## config.mk

```make
export PLATFORM = sky130hd
export DESIGN_NAME = phy_err_counters
export DESIGN_NICKNAME = d
export VERILOG_FILES = /design/src/rtl/phy_errcnt_pkg.sv /design/src/rtl/sat_counter.sv /design/src/rtl/rxerr_qualifier.sv /design/src/rtl/phy_err_counters.sv
export SDC_FILE = /design/constraint.sdc
export NUM_CORES = 1
export LEC_CHECK = 0
export ABC_AREA = 1
export ABC_CLOCK_PERIOD_IN_PS = 1400
export CAP_MARGIN = 20
export CORE_MARGIN = 2
export CORE_UTILIZATION = 43
export DETAILED_ROUTE_END_ITERATION = 16
export PLACE_DENSITY = 0.83
export SKIP_CTS_REPAIR_TIMING = 1
export SYNTH_ARGS = -nofsm -noshare
export SYNTH_HDL_FRONTEND = slang
export SYNTH_HIERARCHICAL = 1
export SYNTH_SLANG_ARGS = --single-unit
```

## constraint.sdc

```tcl
create_clock -name clk -period 1.4 [get_ports clk]
set_input_delay 0.42 -clock clk [delete_from_list [all_inputs] [get_ports clk]]
set_output_delay 0.42 -clock clk [all_outputs]
set_load 0.005 [all_outputs]
```

## src/rtl/phy_errcnt_pkg.sv

```systemverilog
// Package: shared sizing and counter indices for the PHY error counters.
// Assumes counter index equals its register address.
package phy_errcnt_pkg;
    localparam int CNT_W   = 8;
    localparam int REG_W   = 16;
    localparam int ADDR_W  = 2;
    localparam int NUM_CNT = 2;

    typedef enum logic [ADDR_W-1:0] {
        IDX_FALSE_CARRIER = 2'd0,
        IDX_RX_ERROR      = 2'd1
    } cnt_idx_e;
endpackage

```

## src/rtl/sat_counter.sv

```systemverilog
// Module: sat_counter
// Saturating event counter with a synchronous clear and a parallel load.
// Priority: clear, then load, then increment. Holds at all ones.
// Assumes one increment per cycle at most.
module sat_counter #(
    parameter int WIDTH = 8
) (
    input  logic             clk,
    input  logic             rst_n,
    input  logic             inc_i,
    input  logic             clr_i,
    input  logic             load_i,
    input  logic [WIDTH-1:0] load_val_i,
    output logic [WIDTH-1:0] count_o
);
    localparam logic [WIDTH-1:0] MAX_VAL = {WIDTH{1'b1}};

    logic [WIDTH-1:0] count_q;

    // Update the count by priority: reset, clear, load, then saturating increment.
    always_ff @(posedge clk) begin
        if (!rst_n)                         count_q <= '0;
        else if (clr_i)                     count_q <= '0;
        else if (load_i)                    count_q <= load_val_i;
        else if (inc_i && count_q != MAX_VAL) count_q <= count_q + 1'b1;
    end

    assign count_o = count_q;

    AST_NO_WRAP: assert property (@(posedge clk) disable iff (!rst_n)
        (count_q == MAX_VAL && !clr_i && !load_i) |=> count_q == MAX_VAL);
    AST_CLEAR_WINS: assert property (@(posedge clk) disable iff (!rst_n)
        clr_i |=> count_q == '0);
    AST_LOAD_VALUE: assert property (@(posedge clk) disable iff (!rst_n)
        (load_i && !clr_i) |=> count_q == $past(load_val_i));
    AST_HOLD_IDLE: assert property (@(posedge clk) disable iff (!rst_n)
        (!inc_i && !clr_i && !load_i) |=> $stable(count_q));
endmodule

```

## src/rtl/rxerr_qualifier.sv

```systemverilog
// Module: rxerr_qualifier
// Turns per-symbol invalid strobes into at most one count pulse per
// carrier event. A collision anywhere in the event suppresses the pulse.
// Assumes the carrier level marks event boundaries.
module rxerr_qualifier (
    input  logic clk,
    input  logic rst_n,
    input  logic carrier_i,
    input  logic collision_i,
    input  logic sym_invalid_i,
    output logic count_o
);
    logic counted_q;
    logic coll_seen_q;
    logic pulse;

    // Decide whether this cycle's invalid symbol is the one to count.
    always_comb begin
        pulse = carrier_i && sym_invalid_i && !counted_q
                && !coll_seen_q && !collision_i;
    end

    // Track the per-event counted and collision flags; both drop with carrier.
    always_ff @(posedge clk) begin
        if (!rst_n || !carrier_i) begin
            counted_q   <= 1'b0;
            coll_seen_q <= 1'b0;
        end else begin
            if (pulse)       counted_q   <= 1'b1;
            if (collision_i) coll_seen_q <= 1'b1;
        end
    end

    assign count_o = pulse;

    AST_ONCE_PER_EVENT: assert property (@(posedge clk) disable iff (!rst_n)
        (count_o && carrier_i) |=> !count_o);
    AST_NEEDS_CARRIER: assert property (@(posedge clk) disable iff (!rst_n)
        !carrier_i |-> !count_o);
    AST_COLL_BLOCKS: assert property (@(posedge clk) disable iff (!rst_n)
        (carrier_i && collision_i) |=> (carrier_i -> !count_o));
endmodule

```

## src/rtl/phy_err_counters.sv

```systemverilog
// Module: phy_err_counters (top)
// Two saturating, clear-on-read error counters behind a simple register
// port. Counter i sits at address i and occupies bits 7:0 of its register.
// Assumes the read data is captured in the cycle the read strobe is high.
module phy_err_counters
    import phy_errcnt_pkg::*;
(
    input  logic              clk,
    input  logic              rst_n,
    input  logic              carrier_i,
    input  logic              collision_i,
    input  logic              sym_invalid_i,
    input  logic              false_carrier_i,
    input  logic [ADDR_W-1:0] addr_i,
    input  logic [REG_W-1:0]  wdata_i,
    input  logic              wr_i,
    input  logic              rd_i,
    output logic [REG_W-1:0]  fc_rdata_o,
    output logic [REG_W-1:0]  rx_rdata_o
);
    localparam int PAD_W = REG_W - CNT_W;

    logic [NUM_CNT-1:0] inc;
    logic [CNT_W-1:0]   count [NUM_CNT];
    logic               rx_pulse;
    logic               unused_wdata_hi;

    assign unused_wdata_hi = ^wdata_i[REG_W-1:CNT_W];

    rxerr_qualifier u_rxq (
        .clk          (clk),
        .rst_n        (rst_n),
        .carrier_i    (carrier_i),
        .collision_i  (collision_i),
        .sym_invalid_i(sym_invalid_i),
        .count_o      (rx_pulse)
    );

    // Route each event source to its counter index.
    always_comb begin
        inc                    = '0;
        inc[IDX_FALSE_CARRIER] = false_carrier_i;
        inc[IDX_RX_ERROR]      = rx_pulse;
    end

    for (genvar g = 0; g < NUM_CNT; g++) begin : g_cnt
        logic hit;
        assign hit = (addr_i == ADDR_W'(g));
        sat_counter #(.WIDTH(CNT_W)) u_cnt (
            .clk       (clk),
            .rst_n     (rst_n),
            .inc_i     (inc[g]),
            .clr_i     (rd_i && hit),
            .load_i    (wr_i && hit),
            .load_val_i(wdata_i[CNT_W-1:0]),
            .count_o   (count[g])
        );
    end

    assign fc_rdata_o = {{PAD_W{1'b0}}, count[IDX_FALSE_CARRIER]};
    assign rx_rdata_o = {{PAD_W{1'b0}}, count[IDX_RX_ERROR]};

    AST_FC_STEP: assert property (@(posedge clk) disable iff (!rst_n)
        (false_carrier_i && !wr_i && !rd_i && fc_rdata_o[CNT_W-1:0] != {CNT_W{1'b1}})
        |=> fc_rdata_o == $past(fc_rdata_o) + 1'b1);
    AST_OTHER_ADDR_IDLE: assert property (@(posedge clk) disable iff (!rst_n)
        (addr_i >= ADDR_W'(NUM_CNT) && !false_carrier_i && !sym_invalid_i)
        |=> $stable(fc_rdata_o) && $stable(rx_rdata_o));
endmodule

```

Word level (Yosys, flattened, before mapping)
Index checks and enable logic that the tools add are counted.

Bits in registers: 18. Bits in latches: 0. Memory bits (writable): 0. Bits in read-only memories: 0. Bits of input ports: 26. Output and inout bits: 32. Memories: 0.

Add/subtract/negate cells: 2. $mul: 0. Divide/modulo/power cells: 0. Magnitude comparators: 0. Eq/ne operators: 3. Shift-type cells: 0. Mux-type cells: 4. Bitwise logic cells: 1. Reduce and logical (&&, ||, !) cells: 21.

Operator list (count): two-way mux 8 bit (4); adder 8 x 1 -> 8 bit, second input constant (2); != test 8 bit, second input constant (2); logical AND 1 bit (10); logical NOT 1 bit (5); nonzero test 2 bit (2); OR reduction 2 bit (2); equality test 2 x 1 -> 1 bit, second input constant (1); logical NOT 2 bit (1); logical OR 1 bit (1); inverter 1 bit (1).

Longest topological paths before layout
Gate-level depths: netlist of run 1.

Depth after elaboration: 7. Gate-level depth with buffers: 10. Gate-level depth less buffers: 10.

Hierarchy
The synthesis of run 1 kept the hierarchy.

Modules (own cells, without submodules): sat_counter (instances 2, cells each 95, area each 570.5 µm², sequential area each 160.2 µm²); phy_err_counters (instances 1, cells each 27, area each 161.4 µm², sequential area each 0.0 µm²); rxerr_qualifier (instances 1, cells each 10, area each 82.6 µm², sequential area each 40.0 µm²).

Least setup slack after synthesis of run 1
OpenSTA, ideal clock, no wires.

Kind: in2reg. Start point: input addr_i[1]. End point: register g_cnt[0].u_cnt.count_q[5]. Setup time: 0.109 ns. Arrival time: 1.185 ns. Data required time: 1.291 ns. Slack: 0.106 ns. Stages on the path: 10. Buffers on the path: 2. Cell sequence: inv_1 > nand2_1 > nor2_1 > buf_4 > inv_2 > buf_2 > nand3_1 > nand3_1 > nand2_1 > inv_1.

Word-level cells in the longest chain between the ends: 3. Elaborated cells on any way between the ends: 6. Those cells by class: 1 x mux; 5 x reduce/logical.

Ends and longest elaborated chain: from (decl) (RTL line phy_err_counters.sv:14) `input logic [ADDR_W-1:0] addr_i,`; logical NOT 2 bit * (RTL line phy_err_counters.sv:48) `assign hit = (addr_i == ADDR_W'(g));`; logical AND 1 bit, on equally long branches (RTL line phy_err_counters.sv:54, phy_err_counters.sv:53); two-way mux 8 bit, or another cell as far along (RTL line sat_counter.sv:24) `else if (load_i) count_q <= load_val_i;`; to (signal assigned) (RTL line sat_counter.sv:24); to (signal assigned) (RTL line sat_counter.sv:25) `else if (inc_i && count_q != MAX_VAL) count_q <= count_q + 1'b1;`; to (decl) (RTL line sat_counter.sv:18) `logic [WIDTH-1:0] count_q;`.

Every way passes the cells marked *; elsewhere a longest branch is shown, timed or not. A chain may end at the register's enable or synchronous reset.

Worst setup path in the final report of run 1
Start point: register g_cnt[1].u_cnt.count_q[1]. End point: register g_cnt[1].u_cnt.count_q[0].

Word-level cells in the longest chain between the ends: 3.

Ends and longest elaborated chain (RTL line): from (decl) (sat_counter.sv:18); from (signal assigned) (sat_counter.sv:24); from (signal assigned) (sat_counter.sv:25); != test 8 bit (sat_counter.sv:25); logical AND 1 bit (sat_counter.sv:25); nonzero test 2 bit (no source line).

Every way passes these cells.

==> metrics.md, run 1 <==
| Metric | Value |
|---|---|
| Number of buffers added by the clock tree synthesis step | `3` |
| Met3 usage in global routing | `under 10%` |
| Die Footprint | `3690 um^2` |
| Required time reported for the critical path endpoint | `around 1600 ps` |
| Skew final | `2.69 ps` |
| Clock latency on the worst-skew pair | `300 ps` |
| Final worst slack | `-90.2 ps` |
| Length of the first detailed-routing pass in iterations | `4` |
| GRT Overall Usage | `about a fifth` |
| Final setup violation count | `3` |
| Routed vias | `1657` |
| Cell variety after synth | `22` |
| M1 GR Usage | `23.9%` |
| Final number of max-transition violations | `0` |
| Area grow syn2layout | `62.2%` |
| # Max-Cap Violations | `0` |
| Vias in the first global route | `~1400` |
| Wire length of the first global-routing pass | `roughly 5600 um` |
| CTS Buffer Depth | `2` |
| Total clock sinks | `18` |
| Part of the Yosys area used for sequential elements | `between 20% and 30%` |
| Pleak | `~0.0014 uW` |
| Wirelength per Cell | `roughly 12 um` |
| Total standard cell area after synthesis | `1390 um^2` |
| Reg2reg start | `g_cnt[1].u_cnt/count_o[1]` |
| Worst setup path category | `flip-flop to flip-flop` |
| Detailed-route DRC error count | `0` |
| Met2 Resource Use GR | `between 30% and 40%` |
| YS warnings | `6` |
| Synth top area share | `26.0%` |
| Iter 0 DRT Violations | `89` |
| Outcome | `complete, but fails checks` |
| Hold Crit Class | `primary input to flip-flop` |
| Initial cell density of the core | `between 40% and 50%` |
| Initial antenna violation count | `0` |
| Fraction of registers with async set/reset | `0%` |
| Final total negative setup slack | `-164 ps` |
| HPWL Detailed | `~2500 um` |
| Clk Tree Root Cell | `clkbuf_4` |
| Commonest non-fill, non-tap cell in the layout | `nand2_1` |
| Leading cell types in the layout, fill and taps excluded | `64 x nand2_1, 31 x buf_4, 24 x nand3_1` |
| Min cycle time layout | `around 1500 ps` |
| Worst-case reg-to-reg path depth | `9` |
| Failing checks | `negative setup slack` |
| Number of H-tree levels | `1` |
| Reg2reg end | `g_cnt[1].u_cnt/count_o[0]` |
| TritonCTS clock tree | `done` |
| Die Height | `approximately 61 um` |
| Most used DFF post-synth | `dfxtp_1` |
| Period utilisation layout | `106%` |
| Quantity of I/O buffers inserted on ports | `33` |
| Area contributors post-synth | `dfxtp_1 26%, nand2_1 20%, nand3_1 10%` |
| Critical path capture point type | `flip-flop` |
| Pin count of the biggest net entering global routing | `16` |
| Final antenna-violating net count | `0` |
| Total congestion overflow | `0` |
| Horizontal die dimension | `60.8 um` |
| Start point of the worst hold path | `collision_i` |
| Antenna diodes | `0` |
| Library cell occupying the most area in the post-synthesis netlist | `dfxtp_1` |
| Worst Hold Path Cells | `3` |
| Startpoint Class | `flip-flop` |
| Synthesis-stage register bit count | `18` |
| Avg Vias per Cell | `approximately 4.9` |
| Maximum fanout along the worst path | `6` |
| Cell area power density | `roughly 540 nW/um^2` |
| Worst voltage drop across the vdd grid | `approximately 0.43 mV` |
| Std-Cell Core Area | `around 3100 um^2` |
| FP Rows | `20` |
| Hold slack | `~380 ps` |
| Count of final hold-check violations | `0` |
| Instance count of the mapped netlist | `approximately 230` |
| Top Ports | `between 50 and 60` |
| Reg2reg setup slack | `-90 ps` |
| Worst min-delay path endpoint | `u_rxq/coll_seen_q` |
| Final #Nets | `between 300 and 400` |
| Post-synth EDFFs | `0` |
| Peak Freq | `671 MHz` |
| Fraction of layout cells with a size suffix above 1 | `31.3%` |
| Post-synthesis area per instance | `~6.1 um^2` |
| Peak-usage layer in the global routing report | `met2` |
| Final routed wirelength across all metal layers | `between 4000 and 5000 um` |
| Arrival time of data at the critical path endpoint | `around 1700 ps` |
| Routability congestion estimate | `0.856` |
| Unrepaired setup endpoints after global routing | `true` |
| Clock-pin slew reported for the worst setup and hold paths after clock tree synthesis | `between 100 and 150 ps` |
-- worst max path at each step --
stage	endpoint	startpoint
2_1_floorplan	g_cnt[0].u_cnt/count_o[5]	addr_i[1]
3_3_place_gp	g_cnt[1].u_cnt/count_o[5]	carrier_i
3_5_place_dp	g_cnt[1].u_cnt/count_o[6]	collision_i
4_1_cts	rx_rdata_o[3]	g_cnt[1].u_cnt/count_o[3]
5_1_grt	g_cnt[1].u_cnt/count_o[0]	g_cnt[1].u_cnt/count_o[1]
6_report	g_cnt[1].u_cnt/count_o[0]	g_cnt[1].u_cnt/count_o[1]
-- Yosys cell counts (2+ instances only) --
cell / instances
nand2_2: 4
nand4_1: 2
or2_2: 2
buf_4: 18
nand2_1: 72
a21oi_1: 11
nor2_1: 20
o21ai_0: 6
nor2_2: 3
nand2_4: 2
buf_2: 2
nand3_1: 28
nand3b_1: 2
xor2_1: 2
ha_1: 2
o21bai_1: 4
inv_1: 23
nand3_2: 2
dfxtp_1: 18
inv_2: 2
-- critical path, cell delays in order (launching register included) --
cell,delay (ps)
dfxtp_2,350
buf_6,120
ha_4,160
nand2_4,60
nor2_4,40
nand2_2,90
nand2_4,100
buf_6,160
xor2_1,150
a21oi_1,170
-- power breakdown --
group / internal (uW) / switching (uW)
sequential: 530 / 17.2
clock: 159 / 175
combinational: 168 / 163
total: 857 / 355
-- cell families after synthesis --
logic type | share of synthesized area [%]
xor+xnor | 1.26
other cells | 0.271
buf+inv | 17.3
fa+ha+maj | 1.81
simple gates | 45.1
flops | 26.0
compound gates | 8.31
-- layout make-up --
type	instances	area (um^2)
Multi-Input combinational cell	180	988
Fill cell	259	806
Timing Repair Buffer	69	683
Sequential cell	18	383
Inverter	25	93.8
Tap cell	44	55.1
Clock buffer	4	36.3
Timing Repair inverter	1	7.51
-- layer usage --
| metal | wire length [um] | vias to the layer above |
|---|---|---|
| met3 | 189 | 12 |
| met5 | 0 | - |
| met4 | 108 | 0 |
| li1 | - | 827 |
| met1 | 1750 | 759 |
| met2 | 2170 | 59 |
-- state kept, by name (all words and copies together) (netlist names) --
register and count:
g_cnt.u_cnt/count_o 16, u_rxq/coll_seen_q 1, u_rxq/counted_q 1
-- metrics by stage --
| stage | instance area (um^2) | setup slack [ps] | instances | total power (uW) | utilization (%) |
|---|---|---|---|---|---|
| after detailed placement | 1830 | -442 | 319 | 818 | 60.0 |
| after floorplan | 1440 | 106 | 242 | 715 | - |
| after CTS | 1870 | -283 | 323 | 1150 | 61.2 |
| after global placement | 1830 | -384 | 319 | 815 | 60.0 |
| final | 2250 | -90.2 | 341 | 1210 | 73.6 |
| after global routing | 2250 | -202 | 341 | 1270 | 73.6 |
No activity file was read; power rests on OpenSTA's default activity.
==> inputs of run 2 (changes only) <==
Settings changed: CTS_CLUSTER_SIZE set to 8.
==> results of run 2 <==
The final DEF is identical to that of run 1; final timing and power are the same.
